<file path="src/rtl/int_exec_pkg.sv">
package int_exec_pkg;

  localparam logic [6:0] OPC_REG = 7'b0110011;
  localparam logic [6:0] OPC_IMM = 7'b0010011;

  localparam logic [2:0] F3_ADD  = 3'b000;
  localparam logic [2:0] F3_SLL  = 3'b001;
  localparam logic [2:0] F3_SLT  = 3'b010;
  localparam logic [2:0] F3_SLTU = 3'b011;
  localparam logic [2:0] F3_XOR  = 3'b100;
  localparam logic [2:0] F3_SR   = 3'b101;
  localparam logic [2:0] F3_OR   = 3'b110;
  localparam logic [2:0] F3_AND  = 3'b111;

  typedef enum logic [3:0] {
    K_ADD, K_SUB, K_SHL, K_LTS, K_LTU, K_XOR, K_SHR, K_SHA, K_OR, K_AND
  } exec_kind_e;

endpackage

</file>
<file path="src/rtl/int_exec_decode.sv">
module int_exec_decode
  import int_exec_pkg::*;
#(
  parameter int XLEN = 32
) (
  input  logic [31:0]     insn,
  input  logic [XLEN-1:0] rs2,
  output exec_kind_e      kind,
  output logic [XLEN-1:0] opnd_b,
  output logic            bad
);
  localparam int SHW = $clog2(XLEN);
  localparam int FW  = 12 - SHW;
  localparam logic [FW-1:0] ALT = FW'(1 << (FW - 2));

  logic [6:0]    opc;
  logic [2:0]    f3;
  logic          alt_bit;
  logic [6:0]    f7;
  logic [FW-1:0] shi;
  logic          is_reg, is_imm;
  logic [XLEN-1:0] imm_sx;

  assign opc     = insn[6:0];
  assign f3      = insn[14:12];
  assign alt_bit = insn[30];
  assign f7      = insn[31:25];
  assign shi     = insn[31:20+SHW];
  assign is_reg  = (opc == OPC_REG);
  assign is_imm  = (opc == OPC_IMM);
  assign imm_sx  = {{(XLEN-12){insn[31]}}, insn[31:20]};

  // The shift amount is opnd_b's low bits in both forms, as imm[4:0] = insn[24:20].
  assign opnd_b = is_imm ? imm_sx : rs2;

  always_comb begin
    unique case (f3)
      F3_ADD:  kind = (is_reg && alt_bit) ? K_SUB : K_ADD;
      F3_SLL:  kind = K_SHL;
      F3_SLT:  kind = K_LTS;
      F3_SLTU: kind = K_LTU;
      F3_XOR:  kind = K_XOR;
      F3_SR:   kind = alt_bit ? K_SHA : K_SHR;
      F3_OR:   kind = K_OR;
      default: kind = K_AND;
    endcase
  end

  always_comb begin
    bad = 1'b0;
    if (is_reg) begin
      bad = !((f7 == 7'b0000000) ||
              (f7 == 7'b0100000 && (f3 == F3_ADD || f3 == F3_SR)));
    end else if (is_imm) begin
      if (f3 == F3_SLL)
        bad = (shi != '0);
      else if (f3 == F3_SR)
        bad = !((shi == '0) || (shi == ALT));
    end else begin
      bad = 1'b1;
    end
  end

endmodule

</file>
<file path="src/rtl/int_exec_shift.sv">
module int_exec_shift #(
  parameter int XLEN = 32
) (
  input  logic [XLEN-1:0]         val,
  input  logic [$clog2(XLEN)-1:0] amt,
  input  logic                    left,
  input  logic                    arith,
  output logic [XLEN-1:0]         res
);
  localparam int SHW = $clog2(XLEN);

  logic [XLEN-1:0] rev_in, rev_out;
  logic [XLEN-1:0] stg [SHW+1];
  logic            fill;

  // Left shifts reuse the right-shift network on a bit-reversed word.
  for (genvar i = 0; i < XLEN; i++) begin : g_rev
    assign rev_in[i]  = val[XLEN-1-i];
    assign rev_out[i] = stg[SHW][XLEN-1-i];
  end

  assign fill   = arith & !left & val[XLEN-1];
  assign stg[0] = left ? rev_in : val;

  for (genvar s = 0; s < SHW; s++) begin : g_stage
    localparam int D = 1 << s;
    assign stg[s+1] = amt[s] ? {{D{fill}}, stg[s][XLEN-1:D]} : stg[s];
  end

  assign res = left ? rev_out : stg[SHW];

endmodule

</file>
<file path="src/rtl/int_exec_core.sv">
module int_exec_core
  import int_exec_pkg::*;
#(
  parameter int XLEN = 32
) (
  input  exec_kind_e      kind,
  input  logic [XLEN-1:0] a,
  input  logic [XLEN-1:0] b,
  output logic [XLEN-1:0] y
);
  localparam int SHW = $clog2(XLEN);

  logic [XLEN-1:0] sh_res;

  int_exec_shift #(.XLEN(XLEN)) u_shift (
    .val   (a),
    .amt   (b[SHW-1:0]),
    .left  (kind == K_SHL),
    .arith (kind == K_SHA),
    .res   (sh_res)
  );

  always_comb begin
    unique case (kind)
      K_ADD:   y = a + b;
      K_SUB:   y = a - b;
      K_LTS:   y = XLEN'($signed(a) < $signed(b));
      K_LTU:   y = XLEN'(a < b);
      K_XOR:   y = a ^ b;
      K_OR:    y = a | b;
      K_AND:   y = a & b;
      default: y = sh_res;
    endcase
  end

endmodule

</file>
<file path="src/rtl/int_exec_stage.sv">
module int_exec_stage
  import int_exec_pkg::*;
#(
  parameter int XLEN = 32
) (
  input  logic            clk,
  input  logic            rst_n,
  input  logic            in_valid,
  output logic            in_ready,
  input  logic [31:0]     in_insn,
  input  logic [XLEN-1:0] in_rs1,
  input  logic [XLEN-1:0] in_rs2,
  output logic            out_valid,
  input  logic            out_ready,
  output logic [XLEN-1:0] out_result,
  output logic            out_illegal
);
  exec_kind_e      kind;
  logic [XLEN-1:0] opnd_b, y;
  logic            bad, take;

  int_exec_decode #(.XLEN(XLEN)) u_dec (
    .insn   (in_insn),
    .rs2    (in_rs2),
    .kind   (kind),
    .opnd_b (opnd_b),
    .bad    (bad)
  );

  int_exec_core #(.XLEN(XLEN)) u_core (
    .kind (kind),
    .a    (in_rs1),
    .b    (opnd_b),
    .y    (y)
  );

  assign in_ready = !out_valid || out_ready;
  assign take     = in_valid && in_ready;

  always_ff @(posedge clk or negedge rst_n) begin
    if (!rst_n) begin
      out_valid   <= 1'b0;
      out_result  <= '0;
      out_illegal <= 1'b0;
    end else if (in_ready) begin
      out_valid <= in_valid;
      if (in_valid) begin
        out_result  <= bad ? '0 : y;
        out_illegal <= bad;
      end
    end
  end

  // a stalled result stays put
  a_r1_hold_stalled: assert property (@(posedge clk) disable iff (!rst_n)
    out_valid && !out_ready |=> out_valid && $stable(out_result) && $stable(out_illegal));

  // an accepted instruction produces a result next cycle
  a_r1_accept_valid: assert property (@(posedge clk) disable iff (!rst_n)
    take |=> out_valid);

  // register subtraction wraps modulo 2^XLEN
  a_r3_sub_wraps: assert property (@(posedge clk) disable iff (!rst_n)
    take && !bad && in_insn[6:0] == OPC_REG && in_insn[14:12] == F3_ADD && in_insn[30]
    |=> out_result == $past(in_rs1) - $past(in_rs2));

  // immediate add never subtracts
  a_r4_addi_adds: assert property (@(posedge clk) disable iff (!rst_n)
    take && in_insn[6:0] == OPC_IMM && in_insn[14:12] == F3_ADD
    |=> out_result == $past(in_rs1) + $past({{(XLEN-12){in_insn[31]}}, in_insn[31:20]}));

  // comparisons yield only 0 or 1
  a_r6_compare_bit: assert property (@(posedge clk) disable iff (!rst_n)
    take && !bad && (kind == K_LTS || kind == K_LTU) |=> out_result[XLEN-1:1] == '0);

  // rejected encodings are flagged with a zero result
  a_r9_illegal_zero: assert property (@(posedge clk) disable iff (!rst_n)
    out_valid && out_illegal |-> out_result == '0);

endmodule

</file>
<file path="config.mk">
export PLATFORM = sky130hd
export DESIGN_NAME = int_exec_stage
export DESIGN_NICKNAME = d
export VERILOG_FILES = /design/src/rtl/int_exec_pkg.sv /design/src/rtl/int_exec_decode.sv /design/src/rtl/int_exec_shift.sv /design/src/rtl/int_exec_core.sv /design/src/rtl/int_exec_stage.sv
export SDC_FILE = /design/constraint.sdc
export NUM_CORES = 1
export LEC_CHECK = 0
export BUFFER_PORTS_ARGS = -buffer_cell sky130_fd_sc_hd__clkbuf_2
export CAP_MARGIN = 20
export CELL_PAD_IN_SITES_DETAIL_PLACEMENT = 0
export CELL_PAD_IN_SITES_GLOBAL_PLACEMENT = 1
export CORE_ASPECT_RATIO = 1.4
export CORE_MARGIN = 8
export CORE_UTILIZATION = 33
export CTS_CLUSTER_DIAMETER = 120
export DETAILED_ROUTE_END_ITERATION = 16
export GPL_TIMING_DRIVEN = 0
export PLACE_DENSITY = 0.69
export SLEW_MARGIN = 20
export SYNTH_ARGS = -nofsm -noshare
export SYNTH_HDL_FRONTEND = slang
export SYNTH_SLANG_ARGS = --single-unit
export TNS_END_PERCENT = 1
</file>
<file path="constraint.sdc">
create_clock -name clk -period 1.8 [get_ports clk]
set_input_delay 0.09 -clock clk [delete_from_list [all_inputs] [get_ports clk]]
set_output_delay 0.09 -clock clk [all_outputs]
set_load 0.01 [all_outputs]
</file>
==> out/summary.txt, run 1 <==
Non-Filler Instances -> 1959
die width -> 158 µm
fill count -> 3024
failing checks -> negative setup slack
Hold Crit Class -> in -> reg
period utilization -> 206%
Clock Tree Root -> clkbuf_16
Final Hold Fails -> 0
most frequent cells in the layout -> 140 x a21oi_1, 129 x nor2_1, 128 x clkbuf_2, 124 x nand2_1, 86 x buf_4
Via density -> 6.28
Worst-Skew Late Latency -> 0.29 ns
Layout Cell Area excl Fill -> 12900 µm²
net count after synthesis -> 1566
final worst slack -> -1.91 ns
n_diodes -> 0
WL/cell -> 29.7 µm
Post-DRT Antenna Nets -> 0
Max Freq -> 270 MHz
Die Footprint -> 34000 µm²
post-DP HPWL -> 46.4 mm
register area share after synthesis -> 9.11%
Iter 0 DRT Violations -> 974
# nets final -> 1780
unrepaired setup endpoints after global routing -> true
die span in y -> 215 µm
share of layout cells above drive strength 1 -> 30.3%
startpoint types -> primary input
status -> complete, but fails checks
post-synthesis cell count -> 1369
clock tree from TritonCTS -> done
Tot Pwr -> 5950 µW
drt drc -> 0
pwr dens -> 462 nW/µm²
commonest non-fill, non-tap cell in the layout -> a21oi_1
area leader, netlist -> ha_1
Clock Skews -> 0.00557 ns
crit path DAT -> 3.93 ns
Worst VDD drop -> 0.278 mV
total CTS buffers -> 5
crit end category -> flop
Req. time, crit path -> 2.02 ns
minimum clock period -> 3.71 ns
Synth Cell Area -> 9340 µm²
CTS Sinks -> 34
leakage dissipation -> 0.00573 µW
final WL -> 58.2 mm
worst-case clock buffer depth -> 2
Area growth, synth to finish -> 38.0%
top_reg_cell synth -> dfrtp_1
Initial Utilization -> 33.2%
Max Slew Vio Count -> 0
Synth Warn # -> 0
IO Count -> 135
Post-synth EDFFs -> 0
Port-buffer cells -> 123
Max-Slew Margin vs Limit -> 26.7%
Final GP Congestion -> 1.01
largest cells by area after synthesis -> ha_1 13%, dfrtp_1 9.1%, a21oi_1 8.5%
post-synth top area share -> 12.9%
initial antenna violation count -> 0
vias -> 12.3k
Yosys reg bits -> 34
core area -> 28100 µm²
total gr overflow -> 0
Syn Area/Cell -> 6.82 µm²
actual slew at the worst max-slew pin -> 1.10 ns
drt first pass iters -> 8
dpl cell area -> 10600 µm²
placed instance count -> 1867
row cnt -> 73
pin count of the biggest net entering global routing -> 35
All-Layer GR Usage -> 33.2%
Clock transition at path regs -> 0.06 ns
total of max-cap violations -> 0
vias in the first global route -> 12.2k
global-route wire length before repair -> 82.8 mm
H-tree depth -> 2
Crit Path Max Fanout -> 5
Distinct cells, synth -> 84
Final setup viols -> 33
CP Class -> in -> reg
async set-reset flop share out of synthesis -> 100%
==> cells in the mapped netlist (8+ instances only) <==
cell      number
a21oi_1      158
nand2_1      136
nor2_1       134
inv_1         98
ha_1          96
o21ai_0       96
mux2i_1       76
clkbuf_1      68
a21o_1        41
dfrtp_1       34
a211oi_1      27
nor3_1        24
nand3_1       23
mux2_2        21
xnor2_1       20
o211ai_1      19
a221oi_1      16
o22ai_1       16
a31oi_1       15
o21a_1        15
o31ai_1       15
o221ai_1      14
buf_2         13
nor2b_1       13
and3_1        11
o21bai_1      10
nand2b_1       8
==> registers in the layout, indices dropped and copies added, names as in the netlist <==
register	cells
out_result	32
out_valid	1
out_illegal	1
==> path summary, 6_finish.rpt <==
check                      depth (start not counted)              to  slack, ns          start
setup reg to reg                                   8  out_result[21]      -1.27      out_valid
min in group asynchronous                          2   out_result[6]       0.50          rst_n
hold / removal                                     2       out_valid       0.04       in_valid
setup / recovery                                  17   out_result[0]      -1.91     in_insn[6]
max in group asynchronous                          2   out_result[8]       0.69          rst_n
hold reg to reg                                    2   out_result[9]       0.49  out_result[9]
==> layer usage <==
layer	vias to the layer above	part of all wire, %	track usage (%)
met1	5976	36	37.3
met5	-	0	0
met2	650	48	57.3
met3	231	6.4	3.27
met4	0	9.3	23.2
li1	5436	-	-
==> power by group <==
group	internal, µW	leakage (µW)	switching, µW
combinational	1490	0.00517	2530
sequential	768	0.000467	3.11
clock	797	0.0000940	370
total	3050	0.00573	2900
==> logic make-up after synthesis <==
family | after synthesis | synth area share, %
xor+xnor | 27 | 2.53
mux | 99 | 11.2
compound gates | 530 | 37.2
flops | 34 | 9.11
simple gates | 389 | 18.7
fa+ha+maj | 97 | 13.1
buf+inv | 193 | 8.20
==> worst max-delay path, cell delays in order <==
cell and delay, ns:
buf_4 0.13, or3b_4 0.47, nor2_4 0.20, nand2_2 0.08, nand2_4 0.10, inv_4 0.04
ha_4 0.30, inv_6 0.03, a21o_4 0.23, a311oi_4 0.41, nand3_2 0.12, o211ai_1 0.44
nand3b_1 0.23, a211oi_2 0.32, a211oi_1 0.08, or4_1 0.51, a21oi_2 0.13
==> timing repair <==
item                                   in CTS  in global routing
pin swaps                                  62                 87
gates resized for setup                   211                118
cloned                                      1                  0
setup buffers                              44                 42
endpoints found under the hold margin      34                  0
hold buffers                                1                  0
setup endpoints to repair                  33                 33
==> through the flow <==
stage / TNS, ns / setup WS [ns] / utilization [%] / hold slack [ns]
finish: -53.43 / -1.91 / 45.8 / 0.0434
global route: -57.20 / -2.02 / 45.8 / 0.0554
CTS: -54.98 / -1.93 / 43.2 / 0.0429
detailed placement: -89.31 / -3.31 / 37.7 / 0.285
global placement: -89.29 / -3.32 / 37.7 / 0.270
floorplan: -43.34 / -1.61 / - / -0.206
==> cell type report <==
type	count	area, µm²	share of cell area [%]
sequential	34	851	6.61
clock buffer	5	125	0.972
timing repair buffer	211	1350	10.5
buffer	88	612	4.75
tap	375	469	3.64
clock inverter	3	68.8	0.534
multi-input combinational	1142	8980	69.8
inverter	101	415	3.23
Power figures use the tool's default switching activity.
==> run 2: changes to the inputs <==
clock period = 3.35 ns   (was 1.8 ns; I/O delays follow)
==> run 2 against run 1 <==
Net effect: the flow still finishes with violations (negative setup slack); power decreased by 47%; utilization decreased by 0.65 points; flip-flop and latch count unchanged; clock power decreased by 46%; critical endpoint unchanged; worst setup slack improved by 1.4 ns; design area decreased by 1.4%; clock skew increased by 0.00075 ns.
==> out/summary.txt, run 2 (same netlist as run 1, synthesis figures left out) <==
vias in the first global route -> 12.2k
NetSw -> 1550 µW
die width -> 158 µm
worst-case clock buffer depth -> 2
Iter 0 DRT Violations -> 1007
Tot Pwr -> 3160 µW
crit path max-delay cell type -> or4_1
All-Layer GR Usage -> 33.2%
leakage dissipation -> 0.00566 µW
total gr overflow -> 0
Worst VDD drop -> 0.151 mV
row cnt -> 73
unrepaired setup endpoints after global routing -> true
initial antenna violation count -> 0
Via density -> 6.23
vias -> 12.2k
final WL -> 58.2 mm
most flop-heavy register -> out_result
failing checks -> negative setup slack
Initial Utilization -> 33.2%
drt first pass iters -> 6
Clock Power Share -> 19.9%
CP peak stage delay -> 0.52 ns
Final GP Congestion -> 1.01
Post-DRT Antenna Nets -> 0
IO Count -> 135
clock tree from TritonCTS -> done
final worst slack -> -0.516 ns
most frequent cells in the layout -> 142 x a21oi_1, 129 x nor2_1, 128 x nand2_1, 125 x clkbuf_2, 83 x inv_1
Die Footprint -> 34000 µm²
commonest non-fill, non-tap cell in the layout -> a21oi_1
Clock Skews -> 0.00632 ns
Clock transition at path regs -> 0.06 ns
total CTS buffers -> 5
n_diodes -> 0
Req. time, crit path -> 3.57 ns
critical-path cell list -> buf_8 -> or3b_4 -> nor2_4 -> buf_6 -> nand2_4 -> nand2_4 -> inv_4 -> ha_4 -> inv_4 -> a21o_4 -> a311oi_4 -> nand3_2 -> o211ai_1 -> nand3b_1 -> a211oi_2 -> a211oi_1 -> or4_1 -> a21oi_2
actual slew at the worst max-slew pin -> 1.11 ns
Max Slew Vio Count -> 0
pin count of the biggest net entering global routing -> 35
Place WS -> -1.84 ns
Port-buffer cells -> 123
biggest regs -> out_result (32), out_illegal (1), out_valid (1)
WL/cell -> 29.8 µm
Largest register FFs -> 32
CP Class -> in -> reg
Sw Ratio -> 48.9%
CTS Sinks -> 34
Worst-Skew Late Latency -> 0.28 ns
post-DP HPWL -> 46.4 mm
Crit Path Max Fanout -> 5
combinational power share -> 67.0%
global-route wire length before repair -> 82.8 mm
Clock Tree Root -> clkbuf_16
status -> complete, but fails checks
share of layout cells above drive strength 1 -> 28.3%
internal power -> 1620 µW
Post-CTS Hold Fix Bufs -> 0
crit path DAT -> 4.08 ns
core area -> 28100 µm²
pwr dens -> 249 nW/µm²
minimum clock period -> 3.87 ns
WHS -> 0.0545 ns
period utilization -> 115%
Area growth, synth to finish -> 36.0%
startpoint types -> primary input
crit end category -> flop
die span in y -> 215 µm
Max-Slew Margin vs Limit -> 26.1%
drt drc -> 0
sequential power share -> 13.1%
total of max-cap violations -> 0
Final setup viols -> 30
Hold Crit Class -> in -> async
Max Freq -> 259 MHz
Final Hold Fails -> 0
# nets final -> 1770
H-tree depth -> 2
[run 2: cell types whose count changed in the layout (fill, tap and decap cells not counted), moves of 3 or more]
cell and change:
clkbuf_2 -3, inv_1 +4, nand2_2 -5, buf_4 -15
nand2_1 +4, o21ai_1 +3, clkbuf_1 +3, o21ai_2 -5
[run 2: final cells by class]
class | instances | area [µm²]
timing repair buffer | 201 | 1290
clock buffer | 5 | 125
inverter | 101 | 408
tap | 375 | 469
clock inverter | 3 | 68.8
sequential | 34 | 851
multi-input combinational | 1142 | 8890
fill | 3041 | 15400
buffer | 88 | 597
[run 2: power groups by stage]
| stage | clock network [µW] | registers [µW] | logic (µW) |
|---|---|---|---|
| 6_report | 629 | 415 | 2120 |
| 3_5_place_dp | 0 | 422 | 1690 |
| 4_1_cts | 630 | 415 | 1940 |
| 5_1_grt | 646 | 415 | 2220 |
| 2_1_floorplan | 0 | 423 | 1050 |
| 3_3_place_gp | 0 | 422 | 1690 |
[run 2: per-layer routing]
layer  track usage [%]  wire, µm  part of all wire, %  vias to the layer above
met3              3.66      3600                  6.2                      225
met4              24.0      5160                  8.9                        0
li1                  -         -                    -                     5419
met1              36.7     21200                   36                     5905
met5                 0         0                    0                        -
met2              57.2     28200                   48                      602
[run 2: worst max-delay path: cells and delay by family]
family | cells | cell delay, ns
compound gates | 6 | 1.64
simple gates | 7 | 1.67
buf+inv | 4 | 0.31
fa+ha+maj | 1 | 0.29
[run 2: repair_timing]
action                                  in CTS  in global routing
setup buffers                               44                 33
resized for setup                          188                108
endpoints found under the setup margin      32                 32
cloned                                       1                  0
pin swaps                                   61                 75
[run 2: worst paths after layout]
check / startpoint / to / slack (ns) / depth (start not counted)
max in group asynchronous: rst_n / out_result[5] / 2.66 / 1
setup reg to reg: out_valid / out_result[2] / 0.28 / 6
min in group clk: in_valid / out_valid / 0.12 / 2
hold reg to reg: out_result[9] / out_result[9] / 0.49 / 2
setup / recovery: in_insn[6] / out_result[0] / -0.52 / 18
hold / removal: rst_n / out_result[6] / 0.05 / 1
[run 2: per-stage QoR]
stage | util (%) | std cells | instance area [µm²] | setup TNS [ns]
5_1_grt | 45.1 | 1949 | 12700 | -11.98
2_1_floorplan | - | 1369 | 9520 | -0.946
6_report | 45.1 | 1949 | 12700 | -8.36
3_5_place_dp | 37.7 | 1867 | 10600 | -41.18
4_1_cts | 42.9 | 1917 | 12100 | -8.85
3_3_place_gp | 37.7 | 1867 | 10600 | -41.15
==> run 3: changes to the inputs <==
PLACE_DENSITY = 0.67   (was 0.69)
RECOVER_POWER = 50   (was default)
SYNTH_HIERARCHICAL = 1   (was default)
==> run 3 against run 2 <==
Net effect: the run ends with max-capacitance violations, max-slew violations, negative setup slack left; routed wire length decreased by 11%; combinational power increased by 6%; register-to-register slack improved by 1.8 ns; worst hold slack improved by 0.091 ns; first-iteration DRC count increased by 24%; power decreased by 1.6%; final cell count increased by 2.6%; flip-flop and latch count unchanged; utilization decreased by 5.6 points; non-clock buffer count decreased by 45; sequential share of layout area decreased by 0.067 points; sequential power about the same; largest cell class unchanged.
==> out/summary.txt, run 3 <==
placed instance count -> 1975
Sw Ratio -> 50.0%
Req. time, crit path -> 3.51 ns
global-route wire length before repair -> 76.0 mm
Yosys reg bits -> 34
met1 WL -> 21.1 mm
n_diodes -> 0
leakage dissipation -> 0.00577 µW
Multi-input gate area -> 9480 µm²
post-DP HPWL -> 42.1 mm
final WL -> 51.8 mm
WL met3 -> 3.84 mm
crit end category -> flop
H-tree depth -> 2
unrepaired setup endpoints after global routing -> true
Syn Area/Cell -> 7.68 µm²
count leader, synth -> a21oi_1
commonest non-fill, non-tap cell in the layout -> clkbuf_2
Final setup viols -> 32
Clock transition at path regs -> 0.05 ns
Layout Cell Area excl Fill -> 12800 µm²
Tot Pwr -> 3110 µW
Iter 0 DRT Violations -> 1244
core area -> 32400 µm²
post-synthesis cell count -> 1411
startpoint types -> primary input
most flop-heavy register -> out_result
fill count -> 3499
die width -> 169 µm
Place WS -> -2.54 ns
Max-Slew Margin vs Limit -> -17.0%
Post-synth top cells -> 121 x a21oi_1, 120 x nor2_1, 101 x inv_1, 99 x ha_1, 89 x nand2_1
internal power -> 1560 µW
Final GP Congestion -> 0.992
Area growth, synth to finish -> 18.4%
die span in y -> 230 µm
Max Slew Vio Count -> 35
Post-synth EDFFs -> 0
register area share after synthesis -> 7.85%
row cnt -> 78
Clock Tree Root -> clkbuf_16
Die Footprint -> 39000 µm²
actual slew at the worst max-slew pin -> 1.76 ns
Final Hold Fails -> 0
All-Layer GR Usage -> 25.5%
WL met2 -> 24.2 mm
crit path DAT -> 4.54 ns
Distinct cells, synth -> 99
total CTS buffers -> 5
drt drc -> 0
IO Count -> 135
Post-DRT Antenna Nets -> 0
status -> complete, but fails checks
final worst slack -> -1.04 ns
WL/cell -> 25.9 µm
Clock Skews -> 0.00521 ns
Hold Crit Class -> in -> reg
combinational power share -> 72.4%
vias in the first global route -> 11.7k
minimum clock period -> 4.39 ns
Clock Power Share -> 14.2%
CTS Sinks -> 34
largest cells by area after synthesis -> ha_1 11%, dfrtp_1 7.9%, mux4_2 7.1%
Worst-Skew Late Latency -> 0.27 ns
clock tree from TritonCTS -> done
pin count of the biggest net entering global routing -> 35
pwr dens -> 243 nW/µm²
failing checks -> max-capacitance violations, max-slew violations, negative setup slack
Synth Warn # -> 6
Synth Cell Area -> 10800 µm²
# nets final -> 1760
Initial Utilization -> 33.4%
Crit Path Max Fanout -> 10
CP Class -> in -> reg
sequential power share -> 13.3%
total of max-cap violations -> 1
vias -> 12.2k
total gr overflow -> 0
biggest regs -> out_result (32), out_illegal (1), out_valid (1)
net count after synthesis -> 1612
Worst VDD drop -> 0.212 mV
post-synth top area share -> 11.4%
drt first pass iters -> 6
Non-Filler Instances -> 2000
dpl cell area -> 12000 µm²
async set-reset flop share out of synthesis -> 100%
top_reg_cell synth -> dfrtp_1
initial antenna violation count -> 0
Port-buffer cells -> 123
share of layout cells above drive strength 1 -> 26.9%
fin util -> 39.6%
most frequent cells in the layout -> 131 x clkbuf_2, 119 x nor2_1, 115 x a21oi_1, 100 x inv_1, 96 x ha_1
DR top layer -> met4
Sequential Area -> 851 µm²
worst-case clock buffer depth -> 2
Largest register FFs -> 32
Max Freq -> 228 MHz
area leader, netlist -> ha_1
Via density -> 6.12
NetSw -> 1560 µW
period utilization -> 131%
## run 3: kinds of logic after synthesis
logic type	share of synthesized area (%)
compound gates	29.4
xor+xnor	2.34
fa+ha+maj	11.8
buf+inv	8.19
flops	7.85
mux	21.6
simple gates	18.7
## run 3: layer usage
layer | up-vias | global-route usage [%]
met5 | - | 0
met3 | 132 | 3.21
met2 | 693 | 43.5
li1 | 5510 | -
met1 | 5901 | 31.8
met4 | 0 | 10.5
## run 3: worst paths after layout
kind	start	endpoint	slack, ns	cells past startpoint
max	in_insn[6]	out_result[5]	-1.04	21
min	in_valid	out_valid	0.15	2
max reg2reg	out_valid	out_result[8]	2.12	4
min reg2reg	out_result[3]	out_result[3]	0.51	1
max in group asynchronous	rst_n	out_valid	1.97	1
min in group asynchronous	rst_n	out_result[7]	0.35	1
## run 3: timing repair
action,4_1_cts,5_1_grt
hold endpoints to repair,0,0
resized for setup,49,79
hold buffers,0,0
setup endpoints to repair,32,32
pin swaps,11,23
gates cloned,1,0
buffers inserted,12,6
## run 3: area by class of cell
class	instances	share of cell area, %
Inverter	103	3.05
Clock buffer	7	1.11
Sequential cell	34	6.63
Clock inverter	1	0.0390
Buffer	101	4.89
Timing Repair Buffer	143	6.04
Multi-Input combinational cell	1171	73.9
Tap cell	440	4.29
## run 3: stage by stage
| stage | hold slack (ns) | TNS (ns) |
|---|---|---|
| final | 0.145 | -25.35 |
| after detailed placement | 0.302 | -59.26 |
| after CTS | 0.0112 | -25.68 |
| after global routing | 0.153 | -28.39 |
| after floorplan | -0.128 | -13.02 |
| after global placement | 0.297 | -60.86 |
## run 3: power by group through the flow
stage | Combinational (µW) | Clock [µW] | Sequential, µW
after global placement | 2050 | 0 | 422
final | 2250 | 443 | 415
after CTS | 2110 | 457 | 415
after floorplan | 1330 | 0 | 423
after global routing | 2370 | 474 | 415
after detailed placement | 2030 | 0 | 422
## run 3: critical path, cell delays in order
cell,delay [ns]
buf_6,0.09
nor4b_4,0.25
and3_4,0.26
a311oi_2,0.10
a221oi_2,0.34
clkbuf_8,0.22
buf_12,0.10
clkbuf_16,0.12
nor4b_4,0.05
buf_6,0.19
buf_12,0.15
a22o_1,0.20
a222oi_1,0.33
buf_4,0.21
nand2_4,0.08
a211o_4,0.36
mux2_4,0.31
a222oi_1,0.22
o211ai_1,0.27
nor2b_2,0.24
mux2_4,0.26
